$ cat config.mk
export PLATFORM = sky130hd
export DESIGN_NAME = nand_boot_probe
export DESIGN_NICKNAME = d
export VERILOG_FILES = /design/src/rtl/nbp_pkg.sv /design/src/rtl/nbp_interval.sv /design/src/rtl/nbp_id_check.sv /design/src/rtl/nand_boot_probe.sv
export SDC_FILE = /design/constraint.sdc
export NUM_CORES = 1
export LEC_CHECK = 0
export BUFFER_PORTS_ARGS = -buffer_cell sky130_fd_sc_hd__buf_2
export CAP_MARGIN = 40
export CORE_ASPECT_RATIO = 1.1
export CORE_MARGIN = 10
export CORE_UTILIZATION = 50
export CTS_CLUSTER_SIZE = 20
export DETAILED_ROUTE_END_ITERATION = 16
export MAX_ROUTING_LAYER = met4
export PLACE_DENSITY = 0.72
export RECOVER_POWER = 100
export SLEW_MARGIN = 20
export SYNTH_ARGS = -nofsm -noshare
export SYNTH_HDL_FRONTEND = slang
export SYNTH_SLANG_ARGS = --single-unit
$ cat constraint.sdc
create_clock -name clk -period 2.55 [get_ports clk]
set_clock_uncertainty 0.2 [all_clocks]
set_input_delay 0.255 -clock clk [delete_from_list [all_inputs] [get_ports clk]]
set_output_delay 0.255 -clock clk [all_outputs]
set_load 0.01 [all_outputs]
$ cat src/rtl/nbp_pkg.sv
package nbp_pkg;

   typedef enum logic [1:0] {
      NBP_OK       = 2'b00,
      NBP_NOTFOUND = 2'b01,
      NBP_DEVERR   = 2'b10
   } nbp_verdict_e;

   typedef enum logic [3:0] {
      ST_IDLE,
      ST_RST_CMD,
      ST_SETTLE,
      ST_STAT_CMD,
      ST_STAT_RD,
      ST_POLL_WAIT,
      ST_ID_CMD,
      ST_ID_ADDR,
      ST_ID_RD,
      ST_DECODE,
      ST_FINISH
   } nbp_state_e;

   localparam logic [7:0] NBP_CMD_RESET  = 8'hFF;
   localparam logic [7:0] NBP_CMD_STATUS = 8'h70;
   localparam logic [7:0] NBP_CMD_READID = 8'h90;

   localparam logic [7:0] NBP_SUP_MAKER  = 8'h2C;
   localparam logic [7:0] NBP_SUP_DEVICE = 8'hBA;
   localparam logic [4:0] NBP_BLK_LSB    = 5'd17;
   localparam logic [4:0] NBP_PG_LSB     = 5'd11;

   localparam int NBP_ID_BYTES = 5;

endpackage

$ cat src/rtl/nbp_interval.sv
module nbp_interval #(
   parameter int W = 8
) (
   input  logic         clk,
   input  logic         rst_n,
   input  logic         load,
   input  logic [W-1:0] len,
   output logic         expired
);

   logic [W-1:0] cnt;

   generate
      if (W < 1) begin : g_bad_width
         $error("nbp_interval: W must be at least 1");
      end
   endgenerate

   always_ff @(posedge clk) begin
      if (!rst_n)          cnt <= '0;
      else if (load)       cnt <= len;
      else if (cnt != '0)  cnt <= cnt - 1'b1;
   end

   assign expired = (cnt == '0);

   // the interval shrinks by exactly one each cycle until it expires
   assert_count_down_R2: assert property (@(posedge clk) disable iff (!rst_n)
      (!load && cnt != '0) |=> (cnt == $past(cnt) - 1'b1));

endmodule

$ cat src/rtl/nbp_id_check.sv
module nbp_id_check
   import nbp_pkg::*;
#(
   parameter int PPB_W = 8
) (
   input  logic [7:0]       maker,
   input  logic [7:0]       device,
   input  logic [1:0]       pg_code,
   input  logic             spare_code,
   input  logic [1:0]       blk_code,
   output nbp_verdict_e     verdict,
   output logic [PPB_W-1:0] ppb
);

   generate
      if (PPB_W < 7 || PPB_W > 16) begin : g_bad_ppb
         $error("nbp_id_check: PPB_W must lie in 7..16");
      end
   endgenerate

   logic known_part;
   logic geo_ok;

   assign known_part = (maker == NBP_SUP_MAKER) && (device == NBP_SUP_DEVICE);
   assign geo_ok     = (pg_code == 2'b01) && spare_code && (blk_code == 2'b01);

   // block holds 64 KiB << blk_code, page holds 1 KiB << pg_code
   assign ppb = (PPB_W'(64) << blk_code) >> pg_code;

   always_comb begin
      if (!known_part)  verdict = NBP_NOTFOUND;
      else if (!geo_ok) verdict = NBP_DEVERR;
      else              verdict = NBP_OK;
   end

endmodule

$ cat src/rtl/nand_boot_probe.sv
module nand_boot_probe
   import nbp_pkg::*;
#(
   parameter int CLK_MHZ   = 125,
   parameter int SETTLE_US = 1000,
   parameter int POLL_US   = 50,
   parameter int LIMIT_US  = 1000000,
   parameter int PPB_W     = 8
) (
   input  logic             clk,
   input  logic             rst_n,
   input  logic             start,
   input  logic             ext_verify,
   output logic             nf_cmd_we,
   output logic             nf_addr_we,
   output logic             nf_rd,
   output logic [7:0]       nf_wdata,
   input  logic [7:0]       nf_rdata,
   output logic             done,
   output logic [1:0]       status,
   output logic [PPB_W-1:0] pages_per_blk,
   output logic [4:0]       blk_addr_lsb,
   output logic [4:0]       pg_addr_lsb,
   output logic             wide_bus
);

   localparam int SETTLE_CYC = CLK_MHZ * SETTLE_US;
   localparam int POLL_CYC   = CLK_MHZ * POLL_US;
   localparam int MAX_POLLS  = LIMIT_US / POLL_US;
   localparam int LONGEST    = (SETTLE_CYC > POLL_CYC) ? SETTLE_CYC : POLL_CYC;
   localparam int TW         = $clog2(LONGEST + 1);
   localparam int PW         = $clog2(MAX_POLLS + 1);

   generate
      if (CLK_MHZ < 1 || SETTLE_US < 1 || POLL_US < 1) begin : g_bad_timing
         $error("nand_boot_probe: clock and intervals must be positive");
      end
      if (LIMIT_US < POLL_US) begin : g_bad_limit
         $error("nand_boot_probe: LIMIT_US must cover one poll interval");
      end
   endgenerate

   nbp_state_e   state;
   logic         ext_q;
   logic [PW-1:0] polls_left;
   logic [2:0]   rd_idx;
   logic [7:0]   id_maker, id_device;
   logic [5:0]   id_geo;          // {width, blk[1:0], spare, pg[1:0]}
   nbp_verdict_e stat_q;
   logic [PPB_W-1:0] ppb_q;
   logic [4:0]   blk_lsb_q, pg_lsb_q;
   logic         wide_q;

   logic         tick_load, tick_expired;
   logic [TW-1:0] tick_len;
   nbp_verdict_e verdict;
   logic [PPB_W-1:0] ppb_dec;
   logic         ready_seen;

   // ---------------- interval timer ----------------
   assign tick_load = (state == ST_RST_CMD) || (state == ST_STAT_RD);
   assign tick_len  = (state == ST_RST_CMD) ? TW'(SETTLE_CYC - 1) : TW'(POLL_CYC - 1);

   nbp_interval #(.W(TW)) u_timer (
      .clk     (clk),
      .rst_n   (rst_n),
      .load    (tick_load),
      .len     (tick_len),
      .expired (tick_expired)
   );

   // ---------------- identification decode ----------------
   nbp_id_check #(.PPB_W(PPB_W)) u_idchk (
      .maker      (id_maker),
      .device     (id_device),
      .pg_code    (id_geo[1:0]),
      .spare_code (id_geo[2]),
      .blk_code   (id_geo[4:3]),
      .verdict    (verdict),
      .ppb        (ppb_dec)
   );

   // ---------------- bus strobes ----------------
   assign ready_seen = nf_rdata[6] & nf_rdata[5];
   assign nf_cmd_we  = (state == ST_RST_CMD) || (state == ST_STAT_CMD) || (state == ST_ID_CMD);
   assign nf_addr_we = (state == ST_ID_ADDR);
   assign nf_rd      = (state == ST_STAT_RD) || (state == ST_ID_RD);

   always_comb begin
      case (state)
         ST_RST_CMD:  nf_wdata = NBP_CMD_RESET;
         ST_STAT_CMD: nf_wdata = NBP_CMD_STATUS;
         ST_ID_CMD:   nf_wdata = NBP_CMD_READID;
         default:     nf_wdata = 8'h00;
      endcase
   end

   // ---------------- sequencer ----------------
   always_ff @(posedge clk) begin
      if (!rst_n) begin
         state      <= ST_IDLE;
         ext_q      <= 1'b0;
         polls_left <= '0;
         rd_idx     <= '0;
         id_maker   <= '0;
         id_device  <= '0;
         id_geo     <= '0;
         stat_q     <= NBP_OK;
         ppb_q      <= '0;
         blk_lsb_q  <= '0;
         pg_lsb_q   <= '0;
         wide_q     <= 1'b0;
      end else begin
         case (state)
            ST_IDLE: if (start) begin
               ext_q      <= ext_verify;
               polls_left <= PW'(MAX_POLLS);
               stat_q     <= NBP_OK;
               ppb_q      <= '0;
               blk_lsb_q  <= '0;
               pg_lsb_q   <= '0;
               wide_q     <= 1'b0;
               state      <= ST_RST_CMD;
            end
            ST_RST_CMD:  state <= ST_SETTLE;
            ST_SETTLE:   if (tick_expired) state <= ST_STAT_CMD;
            ST_STAT_CMD: state <= ST_STAT_RD;
            ST_STAT_RD: begin
               if (ready_seen) begin
                  state <= ST_ID_CMD;
               end else if (ext_q && polls_left == '0) begin
                  stat_q <= NBP_DEVERR;
                  state  <= ST_FINISH;
               end else begin
                  if (ext_q) polls_left <= polls_left - 1'b1;
                  state <= ST_POLL_WAIT;
               end
            end
            ST_POLL_WAIT: if (tick_expired) state <= ST_STAT_CMD;
            ST_ID_CMD:    state <= ST_ID_ADDR;
            ST_ID_ADDR: begin
               rd_idx <= '0;
               state  <= ST_ID_RD;
            end
            ST_ID_RD: begin
               case (rd_idx)
                  3'd0:    id_maker  <= nf_rdata;
                  3'd1:    id_device <= nf_rdata;
                  3'd3:    id_geo    <= {nf_rdata[6:4], nf_rdata[2:0]};
                  default: ;
               endcase
               if (rd_idx == 3'(NBP_ID_BYTES - 1)) state <= ST_DECODE;
               else                                rd_idx <= rd_idx + 1'b1;
            end
            ST_DECODE: begin
               stat_q <= verdict;
               if (verdict == NBP_OK) begin
                  ppb_q     <= ppb_dec;
                  blk_lsb_q <= NBP_BLK_LSB;
                  pg_lsb_q  <= NBP_PG_LSB;
                  wide_q    <= id_geo[5];
               end
               state <= ST_FINISH;
            end
            ST_FINISH: state <= ST_IDLE;
            default:   state <= ST_IDLE;
         endcase
      end
   end

   assign done          = (state == ST_FINISH);
   assign status        = stat_q;
   assign pages_per_blk = ppb_q;
   assign blk_addr_lsb  = blk_lsb_q;
   assign pg_addr_lsb   = pg_lsb_q;
   assign wide_bus      = wide_q;

   // ---------------- assertions ----------------
   assert_one_strobe_R12: assert property (@(posedge clk) disable iff (!rst_n)
      $onehot0({nf_cmd_we, nf_addr_we, nf_rd}));

   assert_done_pulse_R11: assert property (@(posedge clk) disable iff (!rst_n)
      done |=> !done);

   assert_addr_after_id_R7: assert property (@(posedge clk) disable iff (!rst_n)
      nf_addr_we |-> ($past(nf_cmd_we) && $past(nf_wdata) == NBP_CMD_READID && nf_wdata == 8'h00));

   assert_ok_geometry_R10: assert property (@(posedge clk) disable iff (!rst_n)
      (done && status == NBP_OK) |-> (pages_per_blk == PPB_W'(64) &&
                                      blk_addr_lsb == 5'd17 && pg_addr_lsb == 5'd11));

   assert_stat_after_cmd_R2: assert property (@(posedge clk) disable iff (!rst_n)
      (nf_cmd_we && nf_wdata == NBP_CMD_STATUS) |=> nf_rd);

endmodule

## Word-level counts from Yosys, hierarchy flattened

Cells that the tools add are included.
Widths: inputs -> output; s select.

| cells by class | value |
|---|---|
| add/subtract/negate cells | 3 |
| multipliers | 0 |
| eq/ne operators | 26 |
| div/mod/pow operators | 0 |
| mux-type cells | 34 |
| bitwise operators | 1 |
| shifts and indexed selects | 2 |
| reduce and logical (&&, ||, !) cells | 29 |
| magnitude comparators | 0 |

Operators with widths:

| cell | number |
|---|---|
| $mux 15 | 4 |
| $mux 17 | 3 |
| $pmux 4 s9 | 1 |
| $pmux 15 s2 | 1 |
| $pmux 8 s3 | 1 |
| $mux 4 | 5 |
| $pmux 5 s2 | 2 |
| $logic_not 17->1 | 1 |
| $reduce_bool 17->1 | 1 |
| $sub 17x1->17 const B | 1 |
| $eq 4x3->1 const B | 4 |
| $mux 8 | 2 |
| $pmux 8 s2 | 1 |
| $logic_not 15->1 | 1 |
| $mux 5 | 3 |
| $sub 15x1->15 const B | 1 |
| $eq 4x4->1 const B | 3 |
| $ne 2x2->1 const B | 6 |
| $mux 2 | 5 |
| $reduce_and 2->1 | 5 |
| $eq 4x2->1 const B | 2 |
| $eq 8x6->1 const B | 1 |
| $eq 8x8->1 const B | 1 |
| $reduce_bool 2->1 | 4 |
| other kinds (25) | 36 |

| storage, ports and cells | value |
|---|---|
| memories kept | 0 |
| RAM bits | 0 |
| ROM bits | 0 |
| bits of input ports | 12 |
| latch bits | 0 |
| bits in registers | 83 |
| output and inout bits | 33 |

## Logic depth before layout (Yosys ltp)

Gate-level depths: netlist of the first run.

| logic depth | value |
|---|---|
| word-level depth | 8 |
| gate-level depth with buffers | 9 |
| mapped depth without buffers | 7 |

## Cells and area by module

Synthesis of the first run repeated with hierarchy kept, for this count alone.

| unflattened totals | value |
|---|---|
| cells, all modules | 500 |
| area total of the unflattened synthesis | 4166.5 um^2 |

Modules (own cells, without submodules):

| module | times used | seq. area each (um^2) | area each (um^2) | cells an instance |
|---|---|---|---|---|
| nand_boot_probe | 1 | 1141.1 | 3074.2 | 368 |
| nbp_interval | 1 | 340.3 | 919.6 | 111 |
| nbp_id_check | 1 | 0.0 | 172.7 | 21 |

## Least setup slack after synthesis of the first run

No wires, ideal clock.

| timing path | value |
|---|---|
| kind | flip-flop to flip-flop |
| start | register polls_left[0] |
| end | register state[3] |
| clock period less this slack | 2553 ps |
| slack | -3 ps |
| cell stages (with the launch flop) | 9 |
| buffers on the path | 1 |
| data arrival time | 2293 ps |
| setup time | 61 ps |
| cells stage by stage | dfxtp_1 -> inv_1 -> ha_1 -> or3b_2 -> or4_4 -> buf_6 -> or4_1 -> a21boi_1 -> o221a_1 |

| between the ends | value |
|---|---|
| word-level cells in the longest chain between the ends | 5 |

Ends and longest elaborated chain:

| what | line | text |
|---|---|---|
| from (decl) | nand_boot_probe.sv:45 | `logic [PW-1:0] polls_left;` |
| from (signal assigned) | nand_boot_probe.sv:117 | `polls_left <= PW'(MAX_POLLS);` |
| from (signal assigned) | nand_boot_probe.sv:135 | `if (ext_q) polls_left <= polls_left - 1'b1;` |
| $logic_not 15->1 | nand_boot_probe.sv:131 | `end else if (ext_q && polls_left == '0) begin` |
| $logic_and 1x1->1 | nand_boot_probe.sv:131 |  |
| $mux 4 | nand_boot_probe.sv:131 |  |
| $mux 4 | nand_boot_probe.sv:129 | `if (ready_seen) begin` |
| $pmux 4 s9 | nand_boot_probe.sv:114 | `case (state)` |
| to (signal assigned) | nand_boot_probe.sv:130 | `state <= ST_ID_CMD;` |
| to (signal assigned) | nand_boot_probe.sv:133 | `state <= ST_FINISH;` |
| to (signal assigned) | nand_boot_probe.sv:136 | `state <= ST_POLL_WAIT;` |
| to (decl) | nand_boot_probe.sv:43 | `nbp_state_e state;` |

No other way between the ends.
A chain may end at the register's enable or synchronous reset.

## Worst setup path after layout of the first run

| timing path | value |
|---|---|
| start | register polls_left[6] |
| end | register polls_left[9] |

| between the ends | value |
|---|---|
| word-level cells in the longest chain between the ends | 5 |
| elaborated cells between the ends (all ways) | 9 |

Ends and longest elaborated chain:

| what | line |
|---|---|
| $sub 15x1->15 | nand_boot_probe.sv:135 |
| $mux 15 | nand_boot_probe.sv:135 |
| $mux 15 | nand_boot_probe.sv:131 |
| $mux 15 | nand_boot_probe.sv:129 |
| $pmux 15 s2 | nand_boot_probe.sv:114 |

Several ways; a longest one is shown, not always the timed one. The select of a mux whose other input is x is not followed.

==> results.sh, run 1 <==
export IMPL_routed_wl_mm=9.147
export IMPL_layout_common_cells="dfxtp_1, a21oi_1, nand2_1"
export IMPL_synth_edf_count=0
export IMPL_ys_types=59
export IMPL_area_delta_synth_final_pct=16.15
export IMPL_worst_setup_path_type="register to register"
export IMPL_insertion_delay_ns=0.36
export IMPL_dieArea_um2=11120
export IMPL_vdd_drop_max_v=0.0009114
export IMPL_max_slew_margin_pct=62.13
export IMPL_start_util_pct=51.79
export IMPL_r2r_slack_ns=0.02
export IMPL_path_common_cell="or4_4"
export IMPL_synth_avg_cell_area_um2=8.057
export IMPL_hp_class="input port to register"
export IMPL_worstPathCellList="or4_4 -> or4_4 -> o211ai_4 -> clkbuf_16 -> or4_1 -> a31oi_1"
export IMPL_tritoncts_num_sinks=71
export IMPL_syn_cell_area_um2=3650
export IMPL_p_leak_nw=1.609
export IMPL_cts_max_path_buffers=2
export IMPL_syn_inst=453
export IMPL_core_area_um2=7047
export IMPL_final_common_cell="dfxtp_1"
export IMPL_period_share_pct=99.29
export IMPL_cts_root_buffer="clkbuf_8"
export IMPL_die_x_um=101.5
export IMPL_final_hold_violation_count=0
export IMPL_synth_seq_cells=71
export IMPL_yosys_warnings=0
export IMPL_worst_ep_required_time_ns=2.59
export IMPL_diodes=0
export IMPL_critPathTopFamily="simple AND/OR/NAND/NOR gates"
export IMPL_dr_pass1_iters=5
export IMPL_maxSlewViolCount=0
export IMPL_grt_ovfl_total=0
export IMPL_antenna_found_initial=0
export IMPL_tritoncts="yes"
export IMPL_num_io_pins=45
export IMPL_fin_nets=514
export IMPL_yosysSeqAreaShare_pct=38.94
export IMPL_power_density_nw_per_um2=1120
export IMPL_worst_ep_arrival_time_ns=2.57
export IMPL_drv_cap=0
export IMPL_slowest_delay_ns=0.60
export IMPL_grt_setup_unrepaired="true"
export IMPL_critPathBufInv=1
export IMPL_fin_tns_setup_ns=0
export IMPL_ys_flop_type="dfxtp_1"
export IMPL_drcViolationCount=0
export IMPL_drive_gt1_share_pct=15.20
export IMPL_slowest_stage="or4_4"
export IMPL_drt_vias_per_instance=5.795
export IMPL_gp_congestion=0.9531
export IMPL_first_iter_violations=154
export IMPL_status="finished, final reports clean"
export IMPL_grtUsageTotal_pct=17.05
export IMPL_vias=3390
export IMPL_final_antenna_net_count=0
export IMPL_post_drt_wl_per_cell_um=15.64
export IMPL_path_max_fanout=13
export IMPL_die_height_um=109.6
export IMPL_h_tree_depth=3
export IMPL_worst_pin_slew_ns=0.5629
export IMPL_grt_max_degree=28
export IMPL_fin_crit_ns=2.532
export IMPL_rows=32
export IMPL_holdWs_ns=0.01400
export IMPL_numPortBuffers=36
export IMPL_clk_pin_slew_ns=0.08
export IMPL_synthArstFlopShare_pct=0
export IMPL_numCtsBuffers=9
export IMPL_dp_hpwl_mm=6.455
export IMPL_grt_pass1_vias=3253
export IMPL_max_freq_mhz=395.0
export IMPL_finalSetupViolations=0
export IMPL_cp_start_kind="register"
export IMPL_cp_end_kind="register"
export IMPL_grt_pass1_wl_mm=15.15
[per-stage QoR]
stage          total power [mW]  cells  instance area (um^2)  util [%]  setup slack [ns]
3_3_place_gp              3.523    559                  3889     55.18           0.06010
5_1_grt                   5.095    585                  4239     60.16          -0.06432
4_1_cts                   4.592    582                  4178     59.29           0.01082
6_report                  4.746    585                  4239     60.16           0.01812
3_5_place_dp              3.572    559                  3889     55.18           0.02816
2_1_floorplan             3.087    460                  3676         -           0.02207
[cells by family after synthesis]
family	Yosys count	synth area share [%]
AOI/OAI and AO/OA	114	19.10
other	1	0.1027
DFF	71	38.94
adders and majority gates	7	2.400
xor gates and xnor gates	12	2.880
buffers and inverters	48	6.925
and+or+nand+nor	198	29.07
muxes	2	0.5828
[worst register-to-register path: cells and delay by family, from the launching register on]
| kind | cells | cell delay [ns] |
|---|---|---|
| simple gates | 3 | 1.27 |
| buf+inv | 1 | 0.22 |
| compound gates | 2 | 0.38 |
| flops | 1 | 0.34 |
[area by class of cell]
| class | instances | area (um^2) |
|---|---|---|
| fillers | 642 | 2808 |
| repair buffers | 61 | 409.1 |
| inverters | 11 | 41.29 |
| clock inverters | 7 | 95.09 |
| well taps | 85 | 106.4 |
| clock buffers | 9 | 123.9 |
| multi-input cells | 341 | 2039 |
| flip-flops and latches | 71 | 1424 |
[final timing paths]
check	startpoint	to	cells past startpoint
setup / recovery	polls_left[6]	polls_left[9]	6
hold / removal	nf_rdata[5]	id_maker[5]	3
setup reg to reg	polls_left[6]	polls_left[9]	6
hold reg to reg	id_device[7]	id_device[7]	2
[power by group]
group,total [mW],switching [mW],internal [mW]
Combinational,2.16,1.21,0.950
Sequential,1.59,0.249,1.34
Clock,1.00,0.453,0.552
Total,4.75,1.91,2.84
[state kept, by name, summed over array words and instances, names as in the netlist]
register and flops:
id_geo 6, blk_addr_lsb 1, u_timer.cnt 17, pages_per_blk 5, rd_idx 3, polls_left 15, status 2, wide_bus 1
state 4, id_maker 8, ext_q 1, id_device 8
[per-layer routing]
layer | global-route usage [%] | vias up | part of all wire, %
li1 | - | 1711 | -
met1 | 20.67 | 1564 | 45
met2 | 26.23 | 95 | 47
met3 | 5.273 | 20 | 6.5
met4 | 5.976 | 0 | 1.7
met5 | - | - | 0
[synthesized netlist by cell type (all sizes together) (2+ instances only)]
library cell / n / area, um^2
inv: 11 / 41.29
nor2: 25 / 93.84
xor2: 6 / 52.55
and3: 4 / 25.02
nand2: 55 / 206.5
nor4: 4 / 31.28
ha: 7 / 87.58
nand3: 32 / 160.2
nor2b: 5 / 31.28
o21a: 2 / 15.01
clkbuf: 16 / 60.06
or4: 16 / 127.6
or2: 4 / 25.02
a21oi: 57 / 285.3
o31ai: 5 / 37.54
a31o: 2 / 17.52
nand4: 6 / 37.54
a31oi: 7 / 43.79
buf: 21 / 151.4
a2111oi: 2 / 17.52
a211oi: 2 / 15.01
and2: 10 / 62.56
nor4bb: 3 / 30.03
nor4b: 2 / 17.52
xnor2: 6 / 52.55
a21o: 3 / 22.52
o21ai: 17 / 85.08
dfxtp: 71 / 1421
nand2b: 3 / 18.77
nor3: 6 / 30.03
or4b: 2 / 20.02
o211ai: 5 / 51.30
or3: 17 / 108.9
[timing repair]
action | 4_1_cts | 5_1_grt
hold buffers | 7 | 0
resized for setup | 0 | 14
hold endpoints to repair | 17 | 0
buffers inserted | 0 | 1
endpoints found under the setup margin | 0 | 9
(Power assumes the default switching activity.)
==> run 2: changes to the inputs <==
HOLD_SLACK_MARGIN = 0.08   (was unset)
==> results.sh, run 2 (synthesis results as in run 1) <==
export IMPL_first_iter_violations=182
export IMPL_area_delta_synth_final_pct=16.97
export IMPL_power_density_nw_per_um2=1111
export IMPL_status="finished, final reports clean"
export IMPL_drv_cap=0
export IMPL_grtUsageTotal_pct=17.06
export IMPL_tritoncts="yes"
export IMPL_layout_common_cells="dfxtp_1, a21oi_1, nand2_1"
export IMPL_grt_pass1_wl_mm=15.17
export IMPL_post_drt_wl_per_cell_um=15.60
export IMPL_worst_pin_slew_ns=0.5400
export IMPL_die_height_um=109.6
export IMPL_period_share_pct=99.32
export IMPL_cts_root_buffer="clkbuf_8"
export IMPL_largest_register="u_timer.cnt"
export IMPL_r2r_slack_ns=0.02
export IMPL_antenna_found_initial=0
export IMPL_reg_largest_list="u_timer.cnt: 17 flops, polls_left: 15 flops"
export IMPL_grt_pass1_vias=3259
export IMPL_p_leak_nw=1.621
export IMPL_routed_wl_mm=9.172
export IMPL_hold_start="start"
export IMPL_drt_vias_per_instance=5.776
export IMPL_numCtsBuffers=9
export IMPL_core_area_um2=7047
export IMPL_grt_max_degree=28
export IMPL_fin_nets=517
export IMPL_path_max_fanout=13
export IMPL_max_slew_margin_pct=63.70
export IMPL_max_freq_mhz=394.9
export IMPL_worst_setup_path_type="register to register"
export IMPL_holdWs_ns=0.2010
export IMPL_r2r_start="polls_left[6]"
export IMPL_placed_area_um2=3889
export IMPL_fin_crit_ns=2.533
export IMPL_final_hold_violation_count=0
export IMPL_cp_start_kind="register"
export IMPL_worst_ep_arrival_time_ns=2.57
export IMPL_maxSlewViolCount=0
export IMPL_drive_gt1_share_pct=15.11
export IMPL_h_tree_depth=3
export IMPL_finalSetupViolations=0
export IMPL_insertion_delay_ns=0.35
export IMPL_worst_ep_required_time_ns=2.58
export IMPL_diodes=0
export IMPL_die_x_um=101.5
export IMPL_final_area_um2=4269
export IMPL_num_io_pins=45
export IMPL_vdd_drop_max_v=0.0009113
export IMPL_cts_max_path_buffers=2
export IMPL_clk_pin_slew_ns=0.08
export IMPL_tritoncts_num_sinks=71
export IMPL_whs_endpoint="ext_q"
export IMPL_worstSetupStartpoint="polls_left[6]"
export IMPL_final_antenna_net_count=0
export IMPL_dr_pass1_iters=6
export IMPL_r2r_end="polls_left[9]"
export IMPL_p_total_mw=4.742
export IMPL_min_path_cells=4
export IMPL_final_common_cell="dfxtp_1"
export IMPL_grt_ovfl_total=0
export IMPL_vias=3396
export IMPL_rows=32
export IMPL_drcViolationCount=0
export IMPL_rr_worst_depth=6
export IMPL_dieArea_um2=11120
export IMPL_cp_end_kind="register"
export IMPL_grt_setup_unrepaired="true"
export IMPL_gp_congestion=0.9531
export IMPL_fin_util_pct=60.58
export IMPL_dp_hpwl_mm=6.455
export IMPL_largest_reg_flops=17
export IMPL_start_util_pct=51.79
export IMPL_numPortBuffers=36
export IMPL_hp_class="input port to register"
[run 2: cell count changes in the layout (fill, tap and decap cells not counted)]
cell	delta
dlygate4sd3_1	+3
[run 2: worst max path at each step]
stage / to / cells after the start
after global routing: polls_left[12] / 6
after CTS: state[3] / 7
after floorplan: state[3] / 8
final: polls_left[9] / 6
after global placement: state[3] / 7
after detailed placement: state[3] / 7
[run 2: per-stage QoR]
stage / TNS, ns / setup slack [ns] / instances
finish: 0 / 0.01745 / 588
global route: -0.5568 / -0.06432 / 588
CTS: 0 / 0.01082 / 585
detailed placement: 0 / 0.02816 / 559
global placement: 0 / 0.06010 / 559
floorplan: 0 / 0.02207 / 460
[run 2: what timing repair did]
action,4_1_cts,5_1_grt
endpoints found under the hold margin,29,0
hold buffers,10,0
buffers inserted,0,1
setup endpoints to repair,0,9
resized for setup,0,14
[run 2: critical path, stage by stage (launching register included)]
cell       delay [ns]
dfxtp_2          0.34
or4_4            0.56
or4_4            0.60
o211ai_4         0.31
clkbuf_16        0.22
or4_1            0.11
a31oi_1          0.07
[run 2: layout make-up]
type                       instances  area, um^2
fill                             636        2778
multi-input combinational        341        2039
sequential                        71        1424
timing repair buffer              64       439.2
clock buffer                       9       123.9
tap                               85       106.4
clock inverter                     7       95.09
inverter                          11       41.29
[run 2: routing by layer]
metal	global-route usage [%]	part of all wire, %	vias to the layer above
met5	-	0	-
met4	5.876	1.2	0
met3	5.210	6.3	12
met2	26.18	48	90
met1	20.82	45	1583
li1	-	-	1711
[run 2: where the power goes]
group / internal (mW) / switching, mW / leakage (nW)
clock network: 0.552 / 0.445 / 0.110
registers: 1.34 / 0.247 / 0.579
logic: 0.952 / 1.21 / 0.933
==> run 3: changes to the inputs <==
CELL_PAD_IN_SITES_DETAIL_PLACEMENT = 0   (was unset)
CELL_PAD_IN_SITES_GLOBAL_PLACEMENT = 1   (was unset)
CORE_UTILIZATION = 39   (was 50)
PLACE_DENSITY = 0.75   (was 0.72)
==> results.sh, run 3 (synthesis results as in run 1) <==
export IMPL_status="finished, final reports clean"
export IMPL_routed_wl_mm=9.460
export IMPL_vias=3307
export IMPL_drv_cap=0
export IMPL_hold_start="start"
export IMPL_die_height_um=121.5
export IMPL_vdd_drop_max_v=0.0004387
export IMPL_finalSetupViolations=0
export IMPL_largest_reg_flops=17
export IMPL_slowest_stage="or4_4"
export IMPL_cp_num_cells=5
export IMPL_worst_ep_required_time_ns=2.64
export IMPL_grt_busiest_layer="met2"
export IMPL_grt_max_degree=28
export IMPL_max_freq_mhz=399.7
export IMPL_diodes=0
export IMPL_drive_gt1_share_pct=15.61
export IMPL_fin_nets=521
export IMPL_grt_setup_unrepaired="true"
export IMPL_min_path_cells=4
export IMPL_tritoncts="yes"
export IMPL_worst_pin_slew_ns=0.4901
export IMPL_p_leak_nw=1.617
export IMPL_numPortBuffers=36
export IMPL_largest_register="u_timer.cnt"
export IMPL_fin_crit_ns=2.502
export IMPL_start_util_pct=40.51
export IMPL_path_max_fanout=5
export IMPL_holdWs_ns=0.1938
export IMPL_core_area_um2=9009
export IMPL_critPathBufInv=0
export IMPL_tritoncts_num_sinks=71
export IMPL_drt_vias_per_instance=5.334
export IMPL_post_drt_wl_per_cell_um=15.26
export IMPL_final_antenna_net_count=0
export IMPL_slowest_delay_ns=0.60
export IMPL_grtUsageMet3_pct=2.522
export IMPL_grt_ovfl_total=0
export IMPL_dr_pass1_iters=4
export IMPL_worstSetupStartpoint="polls_left[7]"
export IMPL_grt_pass1_wl_mm=15.94
export IMPL_first_iter_violations=213
export IMPL_r2r_end="state[3]"
export IMPL_insertion_delay_ns=0.34
export IMPL_max_slew_margin_pct=66.48
export IMPL_gp_congestion=0.8007
export IMPL_final_common_cell="dfxtp_1"
export IMPL_p_total_mw=4.625
export IMPL_use_met2_pct=22.07
export IMPL_die_x_um=112.2
export IMPL_global_route_usage_met1_pct=18.35
export IMPL_maxSlewViolCount=0
export IMPL_hp_class="input port to register"
export IMPL_fin_tns_setup_ns=0
export IMPL_clk_pin_slew_ns=0.08
export IMPL_path_common_cell="or4_4"
export IMPL_worst_slack_ns=0.04836
export IMPL_cts_root_buffer="clkbuf_8"
export IMPL_r2r_start="polls_left[7]"
export IMPL_period_share_pct=98.10
export IMPL_area_delta_synth_final_pct=16.83
export IMPL_rr_worst_depth=5
export IMPL_rows=36
export IMPL_whs_endpoint="ext_q"
export IMPL_layout_common_cells="dfxtp_1, a21oi_1, nand2_1"
export IMPL_dp_slack_ns=-0.01119
export IMPL_antenna_found_initial=0
export IMPL_grtUsageTotal_pct=14.38
export IMPL_worst_ep_arrival_time_ns=2.60
export IMPL_power_density_nw_per_um2=1085
export IMPL_final_hold_violation_count=0
export IMPL_h_tree_depth=3
export IMPL_cts_max_path_buffers=2
export IMPL_drcViolationCount=0
export IMPL_dp_hpwl_mm=6.890
export IMPL_reg_largest_list="u_timer.cnt: 17 flops, polls_left: 15 flops"
export IMPL_critPathTopFamily="simple AND/OR/NAND/NOR gates"
export IMPL_dieArea_um2=13630
export IMPL_post_cts_buffers=0
export IMPL_num_io_pins=45
export IMPL_cp_start_kind="register"
export IMPL_cp_end_kind="register"
export IMPL_numCtsBuffers=9
export IMPL_worst_setup_path_type="register to register"
export IMPL_grt_pass1_vias=3238
export IMPL_worstPathCellList="or4_4 -> or4_4 -> or4_4 -> a21boi_2 -> o221a_1"
export IMPL_r2r_slack_ns=0.05
[run 3: cell count changes in the layout (fill, tap and decap cells not counted), sizes merged]
| cell | previous run | this run |
|---|---|---|
| clkbuf | 33 | 30 |
| clkinv | 3 | 2 |
| buf | 30 | 38 |
| inv | 12 | 11 |
| clkinvlp | 1 | 2 |
| bufinv | 2 | 1 |
[run 3: worst max path at each step]
stage	slack, ns	endpoint
after global routing	-0.008	state[3]
after CTS	0.01	state[3]
after detailed placement	-0.01	state[3]
after floorplan	0.02	state[3]
after global placement	0.04	state[3]
final	0.05	state[3]
[run 3: timing repair]
action / 4_1_cts / 5_1_grt
setup endpoints to repair: 1 / 8
hold endpoints to repair: 28 / 0
pin swaps: 2 / 4
hold buffers: 10 / 0
gates resized for setup: 0 / 9
[run 3: metrics by stage]
stage / utilization, % / instance area, um^2 / instances
after floorplan: - / 3676 / 460
after global placement: 44.15 / 3978 / 595
after detailed placement: 44.15 / 3978 / 595
after CTS: 47.44 / 4274 / 620
after global routing: 47.33 / 4264 / 620
final: 47.33 / 4264 / 620
[run 3: where the power goes]
group | total (mW) | switching [mW] | internal, mW
sequential | 1.57 | 0.235 | 1.34
combinational | 2.15 | 1.20 | 0.949
clock | 0.907 | 0.434 | 0.473
[run 3: final cells by class]
type / instances / area [um^2]
flip-flops and latches: 71 / 1424
inverters: 11 / 41.29
clock buffers: 10 / 137.6
repair buffers: 68 / 432.9
multi-input cells: 341 / 2027
fillers: 913 / 4745
clock inverters: 5 / 58.81
well taps: 114 / 142.6
[run 3: tightest hold or removal path: stages]
cell	delay (ns)
buf_2	0.13
and3_1	0.18
nand2_1	0.07
a21oi_1	0.05
[run 3: layer usage]
metal	wire [um]	share of wire, %
met1	4521	48
met2	4427	47
met3	434	4.6
met4	76	0.80
met5	0	0
